===== src/rtl/iq_pkg.sv =====
package iq_pkg;
  parameter int TAG_W = 5;
  parameter int SEQ_W = 8;

  typedef struct packed {
    logic             valid;
    logic [SEQ_W-1:0] seq;
    logic [TAG_W-1:0] s0_tag;
    logic             s0_rdy;
    logic [TAG_W-1:0] s1_tag;
    logic             s1_rdy;
    logic [TAG_W-1:0] dst_tag;
  } iq_slot_t;
endpackage


===== src/rtl/iq_scoreboard.sv =====
module iq_scoreboard #(
  parameter int TAG_W = 5,
  localparam int NREGS = 1 << TAG_W
) (
  input  logic             clk,
  input  logic             rst,
  input  logic             set_en,
  input  logic [TAG_W-1:0] set_tag,
  input  logic             clr_en,
  input  logic [TAG_W-1:0] clr_tag,
  output logic [NREGS-1:0] bits
);
  always_ff @(posedge clk) begin
    if (rst) begin
      bits <= '1;
    end else begin
      if (set_en) bits[set_tag] <= 1'b1;
      // a new producer overrides a completion of the same register
      if (clr_en) bits[clr_tag] <= 1'b0;
    end
  end
endmodule


===== src/rtl/iq_slot.sv =====
module iq_slot
  import iq_pkg::*;
(
  input  logic             clk,
  input  logic             rst,
  input  logic             load,
  input  iq_slot_t         load_e,
  input  logic             wb_en,
  input  logic [TAG_W-1:0] wb_tag,
  input  logic             kill,
  input  logic             free,
  output iq_slot_t         e,
  output logic             woke
);
  logic hit0, hit1;

  always_comb begin
    hit0 = wb_en && e.valid && !e.s0_rdy && (e.s0_tag == wb_tag);
    hit1 = wb_en && e.valid && !e.s1_rdy && (e.s1_tag == wb_tag);
    woke = hit0 || hit1;
  end

  always_ff @(posedge clk) begin
    if (rst) begin
      e <= '0;
    end else if (load) begin
      e <= load_e;
    end else if (kill || free) begin
      e.valid <= 1'b0;
    end else begin
      if (hit0) e.s0_rdy <= 1'b1;
      if (hit1) e.s1_rdy <= 1'b1;
    end
  end
endmodule


===== src/rtl/iq_oldest_pick.sv =====
module iq_oldest_pick #(
  parameter int N     = 8,
  parameter int SEQ_W = 8,
  localparam int IDX_W = (N > 1) ? $clog2(N) : 1
) (
  input  logic [N-1:0]            req,
  input  logic [N-1:0][SEQ_W-1:0] seq,
  output logic                    found,
  output logic [IDX_W-1:0]        idx
);
  logic [SEQ_W-1:0] best;

  always_comb begin
    found = 1'b0;
    idx   = '0;
    best  = '0;
    for (int i = 0; i < N; i++) begin
      if (req[i] && (!found || seq[i] < best)) begin
        found = 1'b1;
        idx   = IDX_W'(i);
        best  = seq[i];
      end
    end
  end
endmodule


===== src/rtl/sb_issue_queue.sv =====
module sb_issue_queue
  import iq_pkg::*;
#(
  parameter int ENTRIES = 8,
  localparam int NREGS = 1 << TAG_W,
  localparam int IDX_W = (ENTRIES > 1) ? $clog2(ENTRIES) : 1,
  localparam int CNT_W = $clog2(ENTRIES + 1)
) (
  input  logic               clk,
  input  logic               rst,
  input  logic               disp_valid,
  input  logic [SEQ_W-1:0]   disp_seq,
  input  logic [TAG_W-1:0]   disp_src0_tag,
  input  logic               disp_src0_fixed,
  input  logic               disp_src0_rdy,
  input  logic [TAG_W-1:0]   disp_src1_tag,
  input  logic               disp_src1_fixed,
  input  logic               disp_src1_rdy,
  input  logic [TAG_W-1:0]   disp_dst_tag,
  input  logic               disp_dst_fixed,
  output logic               full,
  input  logic               wb_valid,
  input  logic [TAG_W-1:0]   wb_tag,
  input  logic               wb_fixed,
  input  logic               squash_valid,
  input  logic [SEQ_W-1:0]   squash_seq,
  output logic [ENTRIES-1:0] ready_vec,
  output logic               issue_valid,
  output logic [SEQ_W-1:0]   issue_seq,
  output logic [TAG_W-1:0]   issue_dst_tag,
  output logic [CNT_W-1:0]   wake_count,
  output logic               dep_error,
  output logic [NREGS-1:0]   sb_ready
);
  iq_slot_t [ENTRIES-1:0]            slots;
  logic [ENTRIES-1:0]                woke, load, kill, free;
  logic [ENTRIES-1:0][SEQ_W-1:0]     seqs;
  logic                              wb_live, accept, pend, pick_found, issue_go;
  logic [IDX_W-1:0]                  free_idx, pick_idx;
  logic                              free_found;
  logic [CNT_W-1:0]                  woke_n;
  iq_slot_t                          new_e;

  assign wb_live = wb_valid && !wb_fixed;

  always_comb begin
    full = 1'b1;
    for (int i = 0; i < ENTRIES; i++) full &= slots[i].valid;
  end

  assign accept = disp_valid && !full &&
                  !(squash_valid && disp_seq > squash_seq);

  iq_scoreboard #(.TAG_W(TAG_W)) u_sb (
    .clk     (clk),
    .rst     (rst),
    .set_en  (wb_live),
    .set_tag (wb_tag),
    .clr_en  (accept && !disp_dst_fixed),
    .clr_tag (disp_dst_tag),
    .bits    (sb_ready)
  );

  // insertion lookup with same-cycle completion bypass
  always_comb begin
    new_e         = '0;
    new_e.valid   = 1'b1;
    new_e.seq     = disp_seq;
    new_e.s0_tag  = disp_src0_tag;
    new_e.s1_tag  = disp_src1_tag;
    new_e.dst_tag = disp_dst_tag;
    new_e.s0_rdy  = disp_src0_rdy || disp_src0_fixed || sb_ready[disp_src0_tag] ||
                    (wb_live && wb_tag == disp_src0_tag);
    new_e.s1_rdy  = disp_src1_rdy || disp_src1_fixed || sb_ready[disp_src1_tag] ||
                    (wb_live && wb_tag == disp_src1_tag);
  end

  always_comb begin
    free_found = 1'b0;
    free_idx   = '0;
    pend       = 1'b0;
    woke_n     = '0;
    for (int i = 0; i < ENTRIES; i++) begin
      if (!slots[i].valid && !free_found) begin
        free_found = 1'b1;
        free_idx   = IDX_W'(i);
      end
      if (slots[i].valid &&
          ((!slots[i].s0_rdy && slots[i].s0_tag == disp_dst_tag) ||
           (!slots[i].s1_rdy && slots[i].s1_tag == disp_dst_tag)))
        pend = 1'b1;
      woke_n += CNT_W'(woke[i]);
    end
  end

  iq_oldest_pick #(.N(ENTRIES), .SEQ_W(SEQ_W)) u_pick (
    .req   (ready_vec),
    .seq   (seqs),
    .found (pick_found),
    .idx   (pick_idx)
  );

  assign issue_go = pick_found && !squash_valid;

  for (genvar g = 0; g < ENTRIES; g++) begin : g_slot
    assign load[g]      = accept && free_found && (free_idx == IDX_W'(g));
    assign kill[g]      = squash_valid && slots[g].valid && (slots[g].seq > squash_seq);
    assign free[g]      = issue_go && (pick_idx == IDX_W'(g));
    assign seqs[g]      = slots[g].seq;
    assign ready_vec[g] = slots[g].valid && slots[g].s0_rdy && slots[g].s1_rdy;

    iq_slot u_slot (
      .clk    (clk),
      .rst    (rst),
      .load   (load[g]),
      .load_e (new_e),
      .wb_en  (wb_live),
      .wb_tag (wb_tag),
      .kill   (kill[g]),
      .free   (free[g]),
      .e      (slots[g]),
      .woke   (woke[g])
    );
  end

  always_ff @(posedge clk) begin
    if (rst) begin
      issue_valid   <= 1'b0;
      issue_seq     <= '0;
      issue_dst_tag <= '0;
      wake_count    <= '0;
      dep_error     <= 1'b0;
    end else begin
      issue_valid   <= issue_go;
      issue_seq     <= slots[pick_idx].seq;
      issue_dst_tag <= slots[pick_idx].dst_tag;
      wake_count    <= wb_live ? woke_n : '0;
      dep_error     <= accept && !disp_dst_fixed && pend &&
                       !(wb_live && wb_tag == disp_dst_tag);
    end
  end
endmodule


===== config.mk =====
export PLATFORM = sky130hd
export DESIGN_NAME = sb_issue_queue
export DESIGN_NICKNAME = d
export VERILOG_FILES = /design/src/rtl/iq_pkg.sv /design/src/rtl/iq_scoreboard.sv /design/src/rtl/iq_slot.sv /design/src/rtl/iq_oldest_pick.sv /design/src/rtl/sb_issue_queue.sv
export SDC_FILE = /design/constraint.sdc
export NUM_CORES = 1
export LEC_CHECK = 0
export ABC_AREA = 1
export BUFFER_PORTS_ARGS = -buffer_cell sky130_fd_sc_hd__buf_2
export CAP_MARGIN = 20
export CORE_ASPECT_RATIO = 0.7
export CORE_UTILIZATION = 49
export CTS_CLUSTER_DIAMETER = 200
export CTS_CLUSTER_SIZE = 20
export DETAILED_ROUTE_END_ITERATION = 10
export PLACE_DENSITY = 0.69
export SLEW_MARGIN = 10
export SYNTH_ARGS = -nofsm -noshare
export SYNTH_HDL_FRONTEND = slang
export SYNTH_SLANG_ARGS = --single-unit

===== constraint.sdc =====
create_clock -name clk -period 9.1 [get_ports clk]
set_input_delay 0.455 -clock clk [delete_from_list [all_inputs] [get_ports clk]]
set_output_delay 0.455 -clock clk [all_outputs]
set_load 0.005 [all_outputs]

==> results.txt, run 1 <==
- Violated checks: setup timing
- The worst setup path is captured at a flop.
- Antenna violation net count after detailed routing: 0
- Setup repair after global routing could not meet its margin everywhere.
- After routing the design area is 0.01980 mm².
* Final routed DRC violation total: 0
* Clock latency on the worst-skew pair: 0.52 ns
- Ratio of final minimum period to clock period: 103.1%
- Global routing consumed, over all layers together, 37.32% of the routing resources.
- Area grow syn2layout: 20.15%
- Post-DR vias/cell: 6.397
* Post-detailed-placement half-perimeter wirelength: 45260 µm
- The number of global-route vias before repair was 17080.
- The tightest hold path in the finished design has a slack of 0.2690 ns.
* Sort of element at the start of the critical path: flop
- The root buffer cell chosen for the clock tree is sky130_fd_sc_hd__clkbuf_16.
* Crit path arrival time: 9.81 ns
* Global placer's final weighted congestion: 0.9625
- Summing the sequential cell areas from Yosys gives 31.46% of the chip area.
* Post-layout power: 2.297 mW
* Switching part of the total power: 30.00%
- The routed layout has 18800 vias.
- 0 antenna diodes ended up in the layout.
- Top-area cell type share of the netlist area: 31.46%
- Entering global routing, the biggest net connects 101 pins.
- The count of final max-slew check failures was 0.
* Critical path start-end classification: reg -> reg
- Cell Area, Synth: 0.01648 mm²
- In this run, CTS created clock tree buffers numbering 16.
- For this run, the top clock speed supported by timing is 0.1066 GHz.
- Along the worst path, the maximum fanout reaches 8.
- Synthesis produced 2363 cells.
- Minimum clock period: 9.385 ns
* Static Leakage: 8.543 nW
- In this run the mean area of a mapped cell was 6.975 µm².
- Of the total power, combinational logic draws 16.0%.
- Synthesized Nets: 2538
- By instance count, the cell type seen most on the critical path is sky130_fd_sc_hd__nand2_1.
* Post-detailed-routing wire length: 66920 µm
- Pwr/cell area: 116.0 mW/mm²
* Hold-fix buffers, CTS: 0
* Path category of the worst min-delay check: in -> reg
* Final setup violation count: 37
- Buffers on Ports: 106
* Number of placement rows: 55
- At the pin with the least slew margin, the transition time is 1.270 ns.
- The floorplan step defined a die boundary enclosing 0.03439 mm².
- Cell with the largest stage delay on the worst path: sky130_fd_sc_hd__dfxtp_2
- Delay of the slowest critical-path stage: 0.34 ns
* Number of levels in the clock H-tree: 1
* Layout cells sized above 1: 19.67%
- The number of antenna violations at the first check in global routing was 0.
* First-pass GRT wire length: 100400 µm
- Starting Density: 50.42%
- Horizontal extent of the die: 221.2 µm
- Measured in cells, the most critical reg-to-reg path has a length of 77.
- WHS Path Cells: 3
- Clock-pin slew of the registers on the worst-case setup and hold paths: 0.09 ns
* Cell type with the largest total area after synthesis: sky130_fd_sc_hd__dfxtp_1
* Height of the chip: 155.4 µm
- Yosys printed 0 warnings.
- In this run, the number of DRC markers left after iteration 0 of detailed routing was 2919.
- The synthesized netlist contains 44 unique library cells.
- Result of the run: finished with violations
- For the worst setup path, the data required time is 9.52 ns.
- Max-capacitance violation count: 0
- The first detailed-routing pass ran for 6 iterations.
- Seq cells post-synth: 259
- Maximum count of clock buffers along a single path: 3
- Most used cells in the layout excluding fill and tap cells: sky130_fd_sc_hd__nand2_1, sky130_fd_sc_hd__o21ai_0, sky130_fd_sc_hd__dfxtp_1
- The final layout contains 2686 nets.
* Core footprint: 0.03269 mm²
- Internal cell power: 1.608 mW
- Sequential group share of total power: 51.5%
* TritonCTS clock tree: built
- The worst pin sits at a relative slew slack of 14.70%.
* Most frequent standard cell in the layout excluding fill and tap cells: sky130_fd_sc_hd__nand2_1
- Sink Count: 259
- In this run, the clock network consumes 32.5% of the power.
- During I/O placement, the number of pins put on the boundary was 107.
* Final Hold Violating Endpoints: 0
* Gr ovfl total: 0
* Switching power total: 0.6892 mW
- In the final routed layout, each cell accounts on average for 22.78 µm.
- In this run the cell area measured after placement is 0.01799 mm².
- By area the synthesized netlist is led by sky130_fd_sc_hd__dfxtp_1, sky130_fd_sc_hd__ha_1, sky130_fd_sc_hd__o21ai_0.
* Worst Slack Setup Final: -0.2851 ns
- Setup skew after layout: 0.01647 ns
- Worst VDD drop: 101.0 µV
-- layout make-up --
cell class	count	area [µm²]
inverters	217	819.5
multi-input cells	1740	10790
fillers	2935	12880
repair buffers	277	2037
flip-flops and latches	259	5189
clock buffers	18	429.2
well taps	427	534.3
-- Yosys cell counts, drive strengths merged --
library cell / count
a2111oi: 14
a211o: 1
a211oi: 17
a21oi: 265
a221oi: 37
a31oi: 7
a32oi: 26
and3: 3
buf: 22
clkbuf: 131
clkinv: 14
dfxtp: 259
fa: 4
ha: 124
inv: 203
nand2: 361
nand3: 102
nand4: 50
nor2: 220
nor3: 30
nor3b: 2
nor4: 10
o2111ai: 14
o211ai: 15
o21ai: 304
o21bai: 20
o221ai: 7
o22ai: 59
o311ai: 1
o41ai: 1
or2: 7
xnor2: 14
xor2: 19
-- cells by family after synthesis --
family,after synthesis,share of synthesized area [%]
XOR/XNOR,33,1.754
buffers and inverters,370,8.738
AND/OR/NAND/NOR,785,20.61
AO/OA/AOI/OAI,788,27.54
adder cells (fa/ha/maj),128,9.899
flip-flops,259,31.46
-- power groups by stage --
stage	logic [mW]	registers (mW)	clock network [mW]
after global routing	0.393	1.18	0.789
after global placement	0.329	1.20	0
after CTS	0.343	1.18	0.748
after floorplan	0.205	1.20	0
after detailed placement	0.336	1.20	0
final	0.369	1.18	0.746
-- repair_timing --
item,4_1_cts,5_1_grt
resized for setup,123,123
cloned,10,0
pin swaps,25,37
endpoints found under the hold margin,0,0
buffers inserted,32,9
endpoints found under the setup margin,37,37
-- flip-flops by register name, summed over array words and instances (netlist names) --
register,cells
wake_count,4
issue_dst_tag,5
g_slot.u_slot.e,208
issue_seq,8
dep_error,1
issue_valid,1
u_sb.bits,32
-- routing by layer --
| layer | wire length [µm] | GRT usage, % | share of wire (%) | vias to the layer above |
|---|---|---|---|---|
| met3 | 9323 | 8.631 | 14 | 153 |
| met1 | 28470 | 54.97 | 43 | 8749 |
| met5 | 0 | 0 | 0 | - |
| li1 | - | - | - | 8562 |
| met4 | 1564 | 8.525 | 2.3 | 0 |
| met2 | 27570 | 54.48 | 41 | 1331 |
-- path summary, 6_finish.rpt --
| check | end | from | slack (ns) |
|---|---|---|---|
| worst min register to register | g_slot[1].u_slot.e[15] | g_slot[1].u_slot.e[15] | 0.51 |
| worst min-delay path | g_slot[1].u_slot.e[16] | disp_src0_tag[4] | 0.27 |
| worst max-delay path | issue_seq[6] | g_slot[0].u_slot.e[5] | -0.29 |
| worst max register to register | issue_seq[6] | g_slot[0].u_slot.e[5] | -0.29 |
-- per-stage QoR --
step	utilization [%]	std cells	setup slack (ns)	TNS (ns)
after floorplan	-	2363	0.007208	0
after global placement	55.02	2871	-0.4468	-12.12
after detailed placement	55.02	2871	-0.7746	-24.53
after CTS	58.73	2929	-0.06215	-0.5753
after global routing	60.58	2938	-0.8276	-28.09
final	60.58	2938	-0.2851	-7.860
-- worst max-delay path, delay by kind of cell (launching register included) --
family / cells / cell delay (ns)
and+or+nand+nor: 48 / 3.97
AOI/OAI and AO/OA: 14 / 2.02
adders and majority gates: 7 / 1.81
buffers and inverters: 8 / 1.11
DFF: 1 / 0.34
Power figures use the tool's default switching activity.
==> inputs of run 2 (changes only) <==
--- a/config.mk
+++ b/config.mk
@@ -14,6 +14,7 @@
 export CTS_CLUSTER_SIZE = 20
 export DETAILED_ROUTE_END_ITERATION = 10
 export PLACE_DENSITY = 0.69
+export SKIP_CTS_REPAIR_TIMING = 1
 export SLEW_MARGIN = 10
 export SYNTH_ARGS = -nofsm -noshare
 export SYNTH_HDL_FRONTEND = slang
==> run 2 against run 1 <==
The run ends with capacitance limit, slew limit, setup timing left. Die area is the same. Non-clock buffer count shrank 18. Register-to-register slack lost 0.22 ns. Final cell count shrank 0.61%. Global-route usage shrank 0.93 points. Sequential power hardly changed. Clock power about the same.
==> results.txt, run 2 (synthesis gave the netlist of run 1 again) <==
- Result of the run: finished with violations
* Violated checks: capacitance limit, slew limit, setup timing
- In the layout the commonest cells are sky130_fd_sc_hd__nand2_1, sky130_fd_sc_hd__o21ai_0, sky130_fd_sc_hd__dfxtp_1.
- Buffers on Ports: 106
- In the final routed layout, each cell accounts on average for 22.74 µm.
- Worst slew margin: -6.785%
- The worst hold path begins at disp_src0_tag[4].
- The first global-routing pass estimated 97710 µm of wire.
- The clock reaches the later pin of the worst-skew pair after 0.53 ns.
- Sort of element at the start of the critical path: flop
* Number of detailed-routing iterations run before antenna repair: 6
- The first routing iteration left 3058 violations.
- Post-layout power: 2.295 mW
* Horizontal extent of the die: 221.2 µm
* Pin count of the biggest net entering global routing: 101
- Cells with a size suffix above 1 make up 18.73% of the layout.
* Global placer's final weighted congestion: 0.9625
* Setup skew after layout: 0.01836 ns
* R2R Path End: issue_seq[0]
* Final max-slew violation count: 6
- The global routing stage identified its most utilized layer as met1.
* Total global routing track utilization: 36.38%
- Largest registers ranked by flip-flop count: g_slot.u_slot.e (208), u_sb.bits (32), issue_seq (8)
* Met1 Usage GRT: 54.02%
* Dpl ws: -0.7746 ns
- For this configuration, the core starts out at a cell density of 50.42%.
- The floorplan step defined a die boundary enclosing 0.03439 mm².
- The register with the most flip-flops in the layout has 208 of them.
- Cell count after placement: 2871
- In this run the register-to-register setup slack is -0.50 ns.
* Number of antenna violations at the first check in global routing: 0
* Nature of the critical path endpoint: flop
- Power spread over the standard cell area amounts to 116.7 mW/mm².
- Area grow syn2layout: 19.25%
* Count of antenna diodes in the layout: 0
- Measured in cells, the most critical reg-to-reg path has a length of 75.
- Routing usage on met2: 52.85%
- Sink Count: 259
- The number of clock buffers added by TritonCTS is 16.
* Height of the chip: 155.4 µm
- The worst hold path terminates at g_slot[1].u_slot.e[16].
- Global-route track usage on met3: 8.442%
* Worst Slack Setup Final: -0.5012 ns
- Minimum clock period: 9.601 ns
- Most frequent standard cell in the layout excluding fill and tap cells: sky130_fd_sc_hd__nand2_1
- Counting instances, the worst hold path has a depth of 3.
* Worst path most repeated cell: sky130_fd_sc_hd__nand2_1
- Summed over all layers, the routed wires come to 66410 µm.
* Crit path arrival time: 10.02 ns
- Across the VDD grid, the largest voltage drop is 98.77 µV.
* Maximum count of clock buffers along a single path: 3
- Largest delay share family, worst path: simple AND/OR/NAND/NOR gates
- Total via count after detailed routing: 18670
- The register with the most flip-flops in the final layout is g_slot.u_slot.e.
- The critical path crosses 75 cells after its start point.
- Cell with the largest stage delay on the worst path: sky130_fd_sc_hd__dfxtp_1
- Least-Margin Pin Slew: 1.590 ns
- Along the worst path, the maximum fanout reaches 8.
* Unrepaired setup endpoints after global routing: yes
* Worst path buffer plus inverter count: 9
- Gr ovfl total: 0
- In this run the core area contains 55 standard-cell rows.
* CP required: 9.52 ns
* Critical path start-end classification: reg -> reg
* Core footprint: 0.03269 mm²
- The startpoint identified for the worst register-to-register timing path is g_slot[0].u_slot.e[11].
* Post-layout nets: 2668
- Setup violations remaining at the end of the flow were counted as 37.
- TritonCTS clock tree: built
- Post-DR vias/cell: 6.392
- Summed over all cells, the static leakage comes to 8.433 nW.
- Derived from the worst setup path, the maximum achievable clock frequency is 0.1042 GHz.
- Final routed DRC violation total: 0
- The HPWL after detailed placement is 45260 µm.
- Number of cells in the finished layout apart from fillers: 2920
* Antenna violation net count after detailed routing: 0
- The path class of the tightest hold or removal check is in -> reg.
- In this run the number of H-tree levels came out at 1.
- Buffer cell driving the clock tree root: sky130_fd_sc_hd__clkbuf_16
- The final-report hold violation count was 0.
- Number of global-route vias before repair: 16560
- Max-capacitance violation count: 2
- Ratio of final minimum period to clock period: 105.5%
- Delay of the slowest critical-path stage: 0.35 ns
- IO Count: 107
- Clock-pin slew of the registers on the worst-case setup and hold paths: 0.09 ns
==> run 2: changes by cell type in the layout (fill, tap and decap cells not counted), sizes merged <==
cell / change
clkbuf: +1
buf: -19
==> run 2: cell type report <==
cell class | count | area (µm²)
flip-flops and latches | 259 | 5187
well taps | 427 | 534.3
fillers | 2970 | 13030
repair buffers | 259 | 1867
multi-input cells | 1740 | 10820
clock buffers | 18 | 429.2
inverters | 217 | 817.0
==> run 2: worst max-delay path by stage <==
stage / startpoint / end / slack, ns
floorplan: g_slot[0].u_slot.e[5] / issue_dst_tag[1] / 0.007
global placement: g_slot[0].u_slot.e[5] / issue_seq[1] / -0.45
detailed placement: g_slot[0].u_slot.e[5] / issue_seq[1] / -0.77
CTS: g_slot[0].u_slot.e[5] / issue_seq[1] / -0.83
global route: g_slot[0].u_slot.e[25] / issue_seq[0] / -1.04
finish: g_slot[0].u_slot.e[11] / issue_seq[0] / -0.50
==> run 2: tightest hold or removal path, cell delays in order <==
cell                      delay, ns
sky130_fd_sc_hd__buf_2         0.12
sky130_fd_sc_hd__o21ai_0       0.08
sky130_fd_sc_hd__a21oi_1       0.10
==> run 2: where the power goes <==
part           switching [mW]  leakage, nW  total, mW  internal, mW
Combinational           0.256         6.13      0.369         0.113
Clock                   0.409        0.211      0.744         0.336
Sequential             0.0221         2.10       1.18          1.16
==> run 2: stage by stage <==
step / setup TNS (ns) / util, % / hold WS (ns) / cell area (µm²)
detailed placement: -24.53 / 55.02 / 0.4982 / 17990
global placement: -12.12 / 55.02 / 0.4957 / 17990
global route: -35.33 / 60.13 / 0.2838 / 19660
floorplan: 0 / - / 0.4558 / 16580
CTS: -26.96 / 56.34 / 0.2550 / 18420
finish: -14.72 / 60.13 / 0.2752 / 19660
==> run 2: routing by layer <==
| layer | vias up | wire length, µm | part of all wire (%) |
|---|---|---|---|
| li1 | 8542 | - | - |
| met1 | 8666 | 28050 | 42 |
| met2 | 1310 | 27190 | 41 |
| met3 | 148 | 9486 | 14 |
| met4 | 0 | 1695 | 2.6 |
| met5 | - | 0 | 0 |
